<file path="config.mk">
export PLATFORM = sky130hd
export DESIGN_NAME = acc_cycle_ctrl
export DESIGN_NICKNAME = d
export VERILOG_FILES = /design/src/rtl/acc_ctrl_pkg.sv /design/src/rtl/acc_phase_seq.sv /design/src/rtl/acc_datapath.sv /design/src/rtl/acc_mem_port.sv /design/src/rtl/acc_cycle_ctrl.sv
export SDC_FILE = /design/constraint.sdc
export NUM_CORES = 1
export LEC_CHECK = 0
export BUFFER_PORTS_ARGS = -buffer_cell sky130_fd_sc_hd__buf_2
export CAP_MARGIN = 25
export CORE_ASPECT_RATIO = 1.4
export CORE_MARGIN = 4
export CORE_UTILIZATION = 50
export DETAILED_ROUTE_END_ITERATION = 6
export GPL_TIMING_DRIVEN = 0
export PLACE_DENSITY_LB_ADDON = 0.2
export SYNTH_ARGS = -nofsm -noshare
export SYNTH_HDL_FRONTEND = slang
export SYNTH_SLANG_ARGS = --single-unit
</file>
<file path="constraint.sdc">
create_clock -name clk -period 2.7 [get_ports clk]
set_clock_uncertainty 0.2 [all_clocks]
set_input_delay 0 -clock clk [delete_from_list [all_inputs] [get_ports clk]]
set_output_delay 0 -clock clk [all_outputs]
set_load 0.005 [all_outputs]
</file>
<file path="src/rtl/acc_ctrl_pkg.sv">
package acc_ctrl_pkg;

  localparam int OPC_W = 4;

  typedef enum logic [2:0] {
    PH_IADDR  = 3'd0,
    PH_IFETCH = 3'd1,
    PH_DECODE = 3'd2,
    PH_OADDR  = 3'd3,
    PH_OFETCH = 3'd4,
    PH_EXEC   = 3'd5,
    PH_OSTORE = 3'd6,
    PH_HALT   = 3'd7
  } phase_e;

  localparam logic [OPC_W-1:0] OP_HALT  = 4'h0;
  localparam logic [OPC_W-1:0] OP_LOAD  = 4'h1;
  localparam logic [OPC_W-1:0] OP_STORE = 4'h2;
  localparam logic [OPC_W-1:0] OP_ADD   = 4'h5;

  // opcode needs a memory operand address
  function automatic logic uses_addr(input logic [OPC_W-1:0] op);
    return (op == OP_LOAD) || (op == OP_ADD) || (op == OP_STORE);
  endfunction

  // opcode reads its operand from memory
  function automatic logic reads_operand(input logic [OPC_W-1:0] op);
    return (op == OP_LOAD) || (op == OP_ADD);
  endfunction

  // opcode writes a result back to memory
  function automatic logic writes_result(input logic [OPC_W-1:0] op);
    return op == OP_STORE;
  endfunction

  function automatic phase_e next_phase(input phase_e ph, input logic [OPC_W-1:0] op);
    phase_e nx;
    case (ph)
      PH_IADDR:  nx = PH_IFETCH;
      PH_IFETCH: nx = PH_DECODE;
      PH_DECODE: begin
        if (op == OP_HALT)     nx = PH_HALT;
        else if (uses_addr(op)) nx = PH_OADDR;
        else                    nx = PH_EXEC;
      end
      PH_OADDR:  nx = reads_operand(op) ? PH_OFETCH : PH_EXEC;
      PH_OFETCH: nx = PH_EXEC;
      PH_EXEC:   nx = writes_result(op) ? PH_OSTORE : PH_IADDR;
      PH_OSTORE: nx = PH_IADDR;
      default:   nx = PH_HALT;
    endcase
    return nx;
  endfunction

endpackage

</file>
<file path="src/rtl/acc_phase_seq.sv">
module acc_phase_seq
  import acc_ctrl_pkg::*;
(
  input  logic             clk,
  input  logic             rst_n,
  input  logic [OPC_W-1:0] op,
  output phase_e           phase
);

  phase_e phase_nx;

  always_comb phase_nx = next_phase(phase, op);

  always_ff @(posedge clk or negedge rst_n) begin
    if (!rst_n) phase <= PH_IADDR;
    else        phase <= phase_nx;
  end

endmodule

</file>
<file path="src/rtl/acc_datapath.sv">
module acc_datapath
  import acc_ctrl_pkg::*;
#(
  parameter int ADDR_W = 12,
  localparam int DATA_W = OPC_W + ADDR_W
)(
  input  logic              clk,
  input  logic              rst_n,
  input  phase_e            phase,
  input  logic [DATA_W-1:0] mem_rdata,
  output logic [OPC_W-1:0]  ir_op,
  output logic [ADDR_W-1:0] ir_addr,
  output logic [ADDR_W-1:0] pc,
  output logic [ADDR_W-1:0] mar,
  output logic [DATA_W-1:0] mbr,
  output logic [DATA_W-1:0] acc,
  output logic              acc_write
);

  logic [DATA_W-1:0] ir;

  function automatic logic [DATA_W-1:0] add_wrap(input logic [DATA_W-1:0] a,
                                                 input logic [DATA_W-1:0] b);
    return a + b;
  endfunction

  assign ir_op     = ir[DATA_W-1 -: OPC_W];
  assign ir_addr   = ir[ADDR_W-1:0];
  assign acc_write = (phase == PH_EXEC) && reads_operand(ir_op);

  always_ff @(posedge clk or negedge rst_n) begin
    if (!rst_n) begin
      pc  <= '0;
      ir  <= '0;
      mar <= '0;
      mbr <= '0;
      acc <= '0;
    end else begin
      case (phase)
        PH_IADDR:  mar <= pc;
        PH_IFETCH: begin
          ir <= mem_rdata;
          pc <= pc + 1'b1;
        end
        PH_OADDR:  mar <= ir_addr;
        PH_OFETCH: mbr <= mem_rdata;
        PH_EXEC: begin
          if (ir_op == OP_LOAD)       acc <= mbr;
          else if (ir_op == OP_ADD)   acc <= add_wrap(acc, mbr);
          else if (ir_op == OP_STORE) mbr <= acc;
        end
        default: ;
      endcase
    end
  end

endmodule

</file>
<file path="src/rtl/acc_mem_port.sv">
module acc_mem_port
  import acc_ctrl_pkg::*;
#(
  parameter int ADDR_W = 12,
  localparam int DATA_W = OPC_W + ADDR_W
)(
  input  phase_e            phase,
  input  logic [OPC_W-1:0]  op,
  input  logic [ADDR_W-1:0] pc,
  input  logic [ADDR_W-1:0] ir_addr,
  input  logic [ADDR_W-1:0] mar,
  input  logic [DATA_W-1:0] mbr,
  output logic [ADDR_W-1:0] mem_addr,
  output logic              mem_rd,
  output logic              mem_wr,
  output logic [DATA_W-1:0] mem_wdata
);

  always_comb begin
    case (phase)
      PH_IADDR: mem_addr = pc;
      PH_OADDR: mem_addr = ir_addr;
      default:  mem_addr = mar;
    endcase
    mem_rd    = (phase == PH_IADDR) || ((phase == PH_OADDR) && reads_operand(op));
    mem_wr    = phase == PH_OSTORE;
    mem_wdata = mbr;
  end

endmodule

</file>
<file path="src/rtl/acc_cycle_ctrl.sv">
module acc_cycle_ctrl
  import acc_ctrl_pkg::*;
#(
  parameter int ADDR_W = 12,
  localparam int DATA_W = OPC_W + ADDR_W
)(
  input  logic              clk,
  input  logic              rst_n,
  input  logic [DATA_W-1:0] mem_rdata,
  output logic [ADDR_W-1:0] mem_addr,
  output logic              mem_rd,
  output logic              mem_wr,
  output logic [DATA_W-1:0] mem_wdata,
  output logic [2:0]        phase_o,
  output logic              halted,
  output logic [DATA_W-1:0] acc_o,
  output logic [ADDR_W-1:0] pc_o
);

  phase_e            phase;
  logic [OPC_W-1:0]  ir_op;
  logic [ADDR_W-1:0] ir_addr;
  logic [ADDR_W-1:0] pc;
  logic [ADDR_W-1:0] mar;
  logic [DATA_W-1:0] mbr;
  logic [DATA_W-1:0] acc;
  logic              acc_write;

  acc_phase_seq u_seq (
    .clk   (clk),
    .rst_n (rst_n),
    .op    (ir_op),
    .phase (phase)
  );

  acc_datapath #(.ADDR_W(ADDR_W)) u_dp (
    .clk       (clk),
    .rst_n     (rst_n),
    .phase     (phase),
    .mem_rdata (mem_rdata),
    .ir_op     (ir_op),
    .ir_addr   (ir_addr),
    .pc        (pc),
    .mar       (mar),
    .mbr       (mbr),
    .acc       (acc),
    .acc_write (acc_write)
  );

  acc_mem_port #(.ADDR_W(ADDR_W)) u_port (
    .phase     (phase),
    .op        (ir_op),
    .pc        (pc),
    .ir_addr   (ir_addr),
    .mar       (mar),
    .mbr       (mbr),
    .mem_addr  (mem_addr),
    .mem_rd    (mem_rd),
    .mem_wr    (mem_wr),
    .mem_wdata (mem_wdata)
  );

  assign phase_o = phase;
  assign halted  = phase == PH_HALT;
  assign acc_o   = acc;
  assign pc_o    = pc;

endmodule

</file>
Word-level counts from Yosys, hierarchy flattened
Index checks and enable logic that the tools add are counted.

Add/sub/neg operators: 2. Equal/unequal tests: 13. Multiplexer cells: 12. Reduce and logical (&&, ||, !) cells: 10.

Operators with widths (number): $mux 16 (5); $pmux 16 s2 (1); $pmux 12 s2 (1); $pmux 3 s7 (1); $add 16x16->16 (1); $add 12x1->12 const B (1); $eq 3x3->1 const B (4); $mux 3 (3); $eq 3x2->1 const B (2); $ne 2x2->1 const B (3); $eq 4x1->1 const B (1); $eq 4x2->1 const B (1); $eq 4x3->1 const B (1); $logic_not 4->1 (1); $reduce_and 4->1 (1); $reduce_bool 2->1 (2); $eq 3x1->1 const B (1); $logic_not 3->1 (1); $logic_or 1x1->1 (3); $reduce_and 2->1 (1); $logic_and 1x1->1 (1); $mux 1 (1).

Register bits: 75. Output and inout bits: 62.

Longest topological paths before layout
Gate-level depths: netlist of the first run.

Depth in word-level cells: 6. Gate-level depth with buffers: 8. Mapped depth without buffers: 8.

Modules after synthesis
Synthesis of the first run repeated with hierarchy kept, for this count alone.

Cells, all modules: 496. Area, all modules: 4604.4 um^2.

By module, submodules not included: acc_datapath (times used 1, cells each 374, area an instance 3783.6 um^2, sequential area each 1801.7 um^2); acc_mem_port (times used 1, cells each 103, area an instance 629.4 um^2, sequential area each 0.0 um^2); acc_phase_seq (times used 1, cells each 18, area an instance 185.2 um^2, sequential area each 75.1 um^2); acc_cycle_ctrl (times used 1, cells each 1, area an instance 6.3 um^2, sequential area each 0.0 um^2).

Worst setup path before layout of the first run
OpenSTA, ideal clock, no wires.

Kind: reg-to-reg. From: register u_dp.mbr[0]. To: register u_dp.acc[12]. Setup time: 0.133 ns. Data arrival time: 2.092 ns. Required time: 2.367 ns. Slack: 0.275 ns. Stages on the path, launching flop included: 9. Path buffers: 0. Clock period less this slack: 2.425 ns. Cell sequence: dfrtp_1 ha_1 fa_1 a211oi_2 o21ai_2 a2111oi_2 o21bai_1 xnor2_1 a21oi_1.

Cells in the longest elaborated chain, start to end: 3.

RTL lines: from (decl) (RTL line acc_datapath.sv:15) `output logic [DATA_W-1:0] mbr,`; from (signal assigned) (RTL line acc_datapath.sv:46) `PH_OFETCH: mbr <= mem_rdata;`; $add 16x16->16 (RTL line acc_datapath.sv:24) `return a + b;`; $mux 16 (RTL line acc_datapath.sv:49) `else if (ir_op == OP_ADD) acc <= add_wrap(acc, mbr);`; $mux 16 (RTL line acc_datapath.sv:48) `if (ir_op == OP_LOAD) acc <= mbr;`; to (signal assigned) (RTL line acc_datapath.sv:48); to (signal assigned) (RTL line acc_datapath.sv:49); to (decl) (RTL line acc_datapath.sv:16) `output logic [DATA_W-1:0] acc,`.

Every way passes these cells. The select of a mux whose other input is x is not followed. A chain may end at the register's enable or synchronous reset.

Worst setup path in the final report of the first run
Ends and elaborated chain as after synthesis.

==> results of run 1 <==
## kinds of logic (layout without fill, tap and decap cells)
logic type                 Yosys count  after routing  synth area share, %
AOI/OAI and AO/OA                  130            130                20.72
and+or+nand+nor                    110            110                12.31
xor gates and xnor gates            20             20                4.223
muxes                               36             36                9.200
buffers and inverters               23            137                2.986
adders and majority gates           17             17                5.309
DFF                                 75             75                45.25
## worst reg2reg max path, stage by stage (launching register included)
cell and delay [ns]:
dfrtp_1 0.41, ha_2 0.23, fa_2 0.39, a211oi_4 0.29
o21ai_2 0.15, a2111oi_4 0.32, o21bai_1 0.13, xnor2_1 0.21
a21oi_1 0.09
## timing repair
action	in CTS	in global routing
pin swaps	1	2
endpoints found under the hold margin	107	0
resized for setup	0	4
hold buffers	18	0
setup buffers	0	1
setup endpoints to repair	1	2
## metal layers
metal / wire (microns) / share of wire (%) / track usage, % / up-vias
met5: 0 / 0 / 0 / -
met4: 174 / 1.6 / 7.075 / 0
met3: 455 / 4.2 / 3.770 / 11
met2: 5711 / 52 / 41.75 / 99
met1: 4540 / 42 / 27.63 / 1789
li1: - / - / - / 1719
## power groups by stage
stage / sequential, mW / combinational [mW] / clock, mW
after floorplan: 2.02 / 2.83 / 0
after global placement: 2.11 / 3.81 / 0
after detailed placement: 2.15 / 3.94 / 0
after CTS: 2.13 / 3.97 / 1.28
after global routing: 2.21 / 4.54 / 1.32
final: 2.15 / 4.07 / 1.26
## path summary, 6_finish.rpt
kind	startpoint	end
min in group clk	mem_rdata[15]	u_dp.ir[15]$_DFFE_PN0P_
worst max register to register	u_dp.mbr[0]$_DFFE_PN0P_	u_dp.acc[12]$_DFFE_PN0P_
max in group asynchronous	rst_n	u_dp.ir[14]$_DFFE_PN0P_
worst min-delay path	rst_n	u_seq.phase[0]$_DFF_PN0_
worst max-delay path	u_dp.mbr[0]$_DFFE_PN0P_	u_dp.acc[12]$_DFFE_PN0P_
worst min register to register	u_dp.mar[8]$_DFF_PN0_	u_dp.mar[8]$_DFF_PN0_
## through the flow
step           hold WS [ns]  utilization [%]  std cells   TNS (ns)  setup WS, ns
4_1_cts             0.03418            63.78        626          0       0.02053
2_1_floorplan       -0.4956                -        411          0        0.2749
5_1_grt             0.05283            64.18        627  -0.006376     -0.006376
3_3_place_gp        0.04198            57.32        592          0       0.03259
3_5_place_dp        -0.3210            57.68        593   -0.01710      -0.01710
6_report           0.004227            64.18        627          0        0.1623
## cell usage after synthesis (9+ instances only)
cell type  count
mux2i_1       19
nor2_1        40
dfrtp_1       75
clkbuf_1       9
mux2_2        16
a22oi_1       12
a21oi_2       14
ha_1          16
a21oi_1       26
nand2_1       33
xnor2_1       13
o21ai_0       40
## flip-flops by register name (all words and copies together), names as in the netlist
name and cells:
u_dp.mbr 16, u_dp.acc 16, u_dp.mar 12, u_dp.ir 16, u_seq.phase 3, u_dp.pc 12
## final cells by class
type	instances	area, sq um
fillers	646	2919
clock buffers	10	239.0
plain buffers	20	112.6
multi-input cells	313	2172
clock inverters	5	77.57
well taps	102	127.6
flip-flops and latches	75	1877
repair buffers	99	613.1
inverters	3	11.26
==> metrics.md, run 1 <==
| Metric | Value |
|---|---|
| Clk pin slew, worst setup/hold paths | `0.06 ns` |
| Synth area leaders | `dfrtp_1 45%, ha_1 4.8%, o21ai_0 4.8%, mux2i_1 4.6%, mux2_2 4.3%` |
| Top-area cell type share of the netlist area | `45.25%` |
| Most common cell after layout, fill and taps aside | `buf_2` |
| DRC | `0` |
| Gr ovfl total | `0` |
| CP max-delay cell | `dfrtp_1` |
| Worst min path class | `input pin to asynchronous set/reset pin` |
| Post-synth EDFFs | `0` |
| Layout cells sized above 1 | `between 20% and 30%` |
| WL final | `10880 microns` |
| Switching part of the total | `a little over two fifths` |
| PD cells | `about 1400 mW/mm^2` |
| First-pass GRT wire length | `around 18000 microns` |
| Cells after synthesis | `slightly above 400` |
| Syn Nets | `approximately 450` |
| Worst Tran Pin Value | `approximately 0.67 ns` |
| Crit path cell chain | `ha_2 -> fa_2 -> a211oi_4 -> o21ai_2 -> a2111oi_4 -> o21bai_1 -> xnor2_1 -> a21oi_1` |
| CTS Buffer Depth | `2` |
| Synth-to-Final Area Change | `26.09%` |
| Final instance area | `approximately 0.0052 sq mm` |
| Internal power | `around 4.3 mW` |
| Startpoint Class | `register` |
| Yosys top cell by area | `dfrtp_1` |
| Setup violators final | `0` |
| FF-to-FF path depth | `8` |
| Max-cap violations | `0` |
| Via count | `about 3.6k` |
| Die height | `115.8 microns` |
| DRT antenna net count | `0` |
| CP max stage delay | `0.41 ns` |
| Wire length per cell | `around 17 microns` |
| WP buf/inv | `0` |
| Mapped Area | `a little over 0.004 sq mm` |
| Most frequent cells in the layout | `84 x buf_2, 75 x dfrtp_1, 40 x nor2_1, 40 x o21ai_0, 33 x nand2_1` |
| Sw Pwr | `about 3.2 mW` |
| Fmax | `approximately 0.4 GHz` |
| Crit path depth | `8` |
| Yosys reg bits | `75` |
| Yosys cell types | `53` |
| DPL Wire Length | `just over 8000 microns` |
| # rows | `39` |
| Root buf cell | `clkbuf_16` |
| Worst slew margin | `54.94%` |
| Total GRT Usage | `between 20 and 25%` |
| Initial antenna violation count | `0` |
| Initial Util | `between 50% and 60%` |
| Leak | `around 2.4 nW` |
| Post-DR vias/cell | `5.770` |
| Top FF cell, synth | `dfrtp_1` |
| TritonCTS clock tree | `built` |
| Largest net degree at the start of global routing | `62` |
| Ant. Diodes | `0` |
| Clk pwr share | `about 17%` |
| Kind of critical path | `register to register` |
| Sequential area share after synthesis | `between 40% and 50%` |
| Ys async rst share | `100.0%` |
| Worst skew pair latency | `between 0.3 and 0.4 ns` |
| Die Area | `around 0.0098 sq mm` |
| CP arrival | `around 2.5 ns` |
| GPL Wtd Cong | `between 0.9 and 1` |
| Top delay family on crit path | `compound AO/OA/AOI/OAI gates` |
| Status | `finished, final reports clean` |
| Syn_area_per_cell | `10.09 sq um` |
| Final Max Slew Viols | `0` |
| 1st-iter DRT viols | `198` |
| R2R Setup Slk | `about 0.16 ns` |
| CTS Buf Count | `9` |
| TritonRoute pass-1 iters | `5` |
| Area post-placement | `0.004701 sq mm` |
| Worst Path Max Fanout | `4` |
| Reg power frac | `about 29%` |
| VDD IR max | `a little under 1 mV` |
| # clock sinks | `75` |
| Number of synthesis warnings | `0` |
| Minimum clock period after layout | `2.538 ns` |
| Core area | `0.008149 sq mm` |
| Io pins | `80` |
| H-tree Lvls | `3` |
| Chip width | `roughly 85 microns` |
| Final worst path period share | `93.99%` |
| Final net count | `556` |
| PnR Total Power | `~7.5 mW` |
| Logic pwr share | `a little over half` |
| PortBufs | `slightly below 80` |
| Number of global-route vias before repair | `about 3.6k` |
| Fin. Hold Viols | `0` |
| CP Data Required Time | `between 2 and 3 ns` |
| CP Capture Type | `register` |
Note: power is estimated with default switching activity, not from simulation.
==> run 2: changes to the inputs <==
- CELL_PAD_IN_SITES_DETAIL_PLACEMENT: not set -> 0
- CELL_PAD_IN_SITES_GLOBAL_PLACEMENT: not set -> 2
- CORE_MARGIN: 4 -> not set
- CORE_UTILIZATION: 50 -> 35
- clock period: 2.7 -> 2.8 ns (I/O delays scaled with it)
==> metrics.md, run 2 (same netlist as run 1, synthesis figures left out) <==
| Metric | Value |
|---|---|
| Status | `finished, final reports clean` |
| Max-cap violations | `0` |
| CP arrival | `approximately 2.6 ns` |
| Most frequent cells in the layout | `84 x buf_2, 75 x dfrtp_1, 40 x nor2_1, 40 x o21ai_0, 33 x nand2_1` |
| Final instance area | `~0.0053 sq mm` |
| RR Endpoint | `u_dp.acc[12]$_DFFE_PN0P_` |
| Post-CTS Setup Inserts | `0` |
| Kind of critical path | `register to register` |
| RSZ-0062 raised after global routing | `no` |
| Worst r2r src | `u_dp.mbr[0]$_DFFE_PN0P_` |
| Fmax | `0.3862 GHz` |
| CP Capture Type | `register` |
| PD cells | `1356 mW/mm^2` |
| PortBufs | `just under 80` |
| Crit path cell chain | `ha_1 -> fa_2 -> a211oi_4 -> o21ai_2 -> a2111oi_4 -> o21bai_1 -> xnor2_1 -> a21oi_1` |
| DRC | `0` |
| TritonRoute pass-1 iters | `6` |
| Largest net degree at the start of global routing | `65` |
| Worst skew pair latency | `around 0.34 ns` |
| Chip width | `94.01 microns` |
| # clock sinks | `75` |
| CP max stage delay | `0.42 ns` |
| Wire length per cell | `17.34 microns` |
| Startpoint Class | `register` |
| VDD IR max | `roughly 0.6 mV` |
| H-tree Lvls | `3` |
| Die Area | `0.01230 sq mm` |
| GPL Wtd Cong | `0.7633` |
| CTS Buffer Depth | `2` |
| Io pins | `80` |
| Initial antenna violation count | `0` |
| Final Max Slew Viols | `0` |
| Final net count | `between 500 and 600` |
| Setup violators final | `0` |
| Number of global-route vias before repair | `3413` |
| Leak | `approximately 2.4 nW` |
| Biggest regs | `u_dp.acc (16), u_dp.ir (16), u_dp.mbr (16)` |
| Most common cell after layout, fill and taps aside | `buf_2` |
| Sum of negative setup slack | `0 ns` |
| Area post-placement | `about 0.0048 sq mm` |
| Worst Tran Pin Value | `0.7544 ns` |
| Post-DR vias/cell | `around 5.2` |
| Worst slew margin | `49.71%` |
| Fin. Hold Viols | `0` |
| WL final | `11580 microns` |
| CP max-delay cell | `dfrtp_1` |
| R2R Setup Slk | `0.21 ns` |
| Total GRT Usage | `between 15 and 20%` |
| # rows | `46` |
| Worst Path Max Fanout | `4` |
| Ant. Diodes | `0` |
| Clk pin slew, worst setup/hold paths | `~0.060 ns` |
| DPL Wire Length | `roughly 8900 microns` |
| DRT antenna net count | `0` |
| Layout cells sized above 1 | `roughly 28%` |
| First-pass GRT wire length | `18330 microns` |
| Worst min path class | `input pin to asynchronous set/reset pin` |
| Via count | `between 3k and 4k` |
| TritonCTS clock tree | `built` |
| Core area | `around 0.011 sq mm` |
| Die height | `130.8 microns` |
| FF-to-FF path depth | `8` |
| Root buf cell | `clkbuf_16` |
| Minimum clock period after layout | `around 2.6 ns` |
| CTS Buf Count | `9` |
| Gr ovfl total | `0` |
| Initial Util | `between 30% and 40%` |
| 1st-iter DRT viols | `120` |
| Synth-to-Final Area Change | `26.79%` |
| CP Data Required Time | `~2.8 ns` |
| Final worst path period share | `slightly above 90%` |
## run 2: area by class of cell
class,instances,area (sq um)
clock inverters,4,50.05
flip-flops and latches,75,1877
repair buffers,98,605.6
plain buffers,20,112.6
fillers,1126,6195
well taps,144,180.2
clock buffers,11,252.7
multi-input cells,313,2170
inverters,3,11.26
## run 2: per-stage QoR
step / setup WS, ns / cells / total power [mW] / hold slack [ns] / utilization, %
2_1_floorplan: 0.3749 / 411 / 4.674 / -0.4956 / -
3_3_place_gp: 0.08896 / 634 / 5.849 / 0.05456 / 41.24
3_5_place_dp: 0.08869 / 635 / 5.920 / -0.3402 / 41.50
4_1_cts: 0.05101 / 668 / 7.137 / 0.02723 / 45.72
5_1_grt: 0.05066 / 668 / 7.759 / 0.05779 / 45.91
6_report: 0.2104 / 668 / 7.130 / 0.01575 / 45.91
## run 2: worst max-delay path: cells and delay by family (launching register included)
| family | cells | cell delay, ns |
|---|---|---|
| flops | 1 | 0.42 |
| fa+ha+maj | 2 | 0.68 |
| compound gates | 5 | 0.97 |
| xor+xnor | 1 | 0.19 |
## run 2: worst max-delay path by stage
| stage | to | start | depth (start not counted) | slack [ns] |
|---|---|---|---|---|
| after detailed placement | u_dp.acc[12]$_DFFE_PN0P_ | u_dp.mbr[0]$_DFFE_PN0P_ | 8 | 0.09 |
| final | u_dp.acc[12]$_DFFE_PN0P_ | u_dp.mbr[0]$_DFFE_PN0P_ | 8 | 0.21 |
| after CTS | u_dp.acc[12]$_DFFE_PN0P_ | u_dp.mbr[0]$_DFFE_PN0P_ | 8 | 0.05 |
| after floorplan | u_dp.acc[12]$_DFFE_PN0P_ | u_dp.mbr[0]$_DFFE_PN0P_ | 8 | 0.37 |
| after global routing | u_dp.acc[12]$_DFFE_PN0P_ | u_dp.mbr[0]$_DFFE_PN0P_ | 8 | 0.05 |
| after global placement | u_dp.acc[12]$_DFFE_PN0P_ | u_dp.mbr[0]$_DFFE_PN0P_ | 8 | 0.09 |
## run 2: power by group
group	total [mW]	internal (mW)	switching, mW
Sequential	2.06	1.56	0.499
Clock	1.17	0.731	0.435
Combinational	3.90	1.76	2.14
Total	7.13	4.05	3.08
## run 2: metal layers
layer,track usage (%),up-vias,part of all wire [%]
li1,-,1717,-
met1,24.59,1682,44
met2,34.78,71,51
met3,3.241,16,3.1
met4,7.240,0,1.7
met5,0,-,0
## run 2: repair_timing
action,in CTS,in global routing
gates resized for setup,0,3
endpoints found under the setup margin,0,1
hold buffers,18,0
endpoints found under the hold margin,107,0
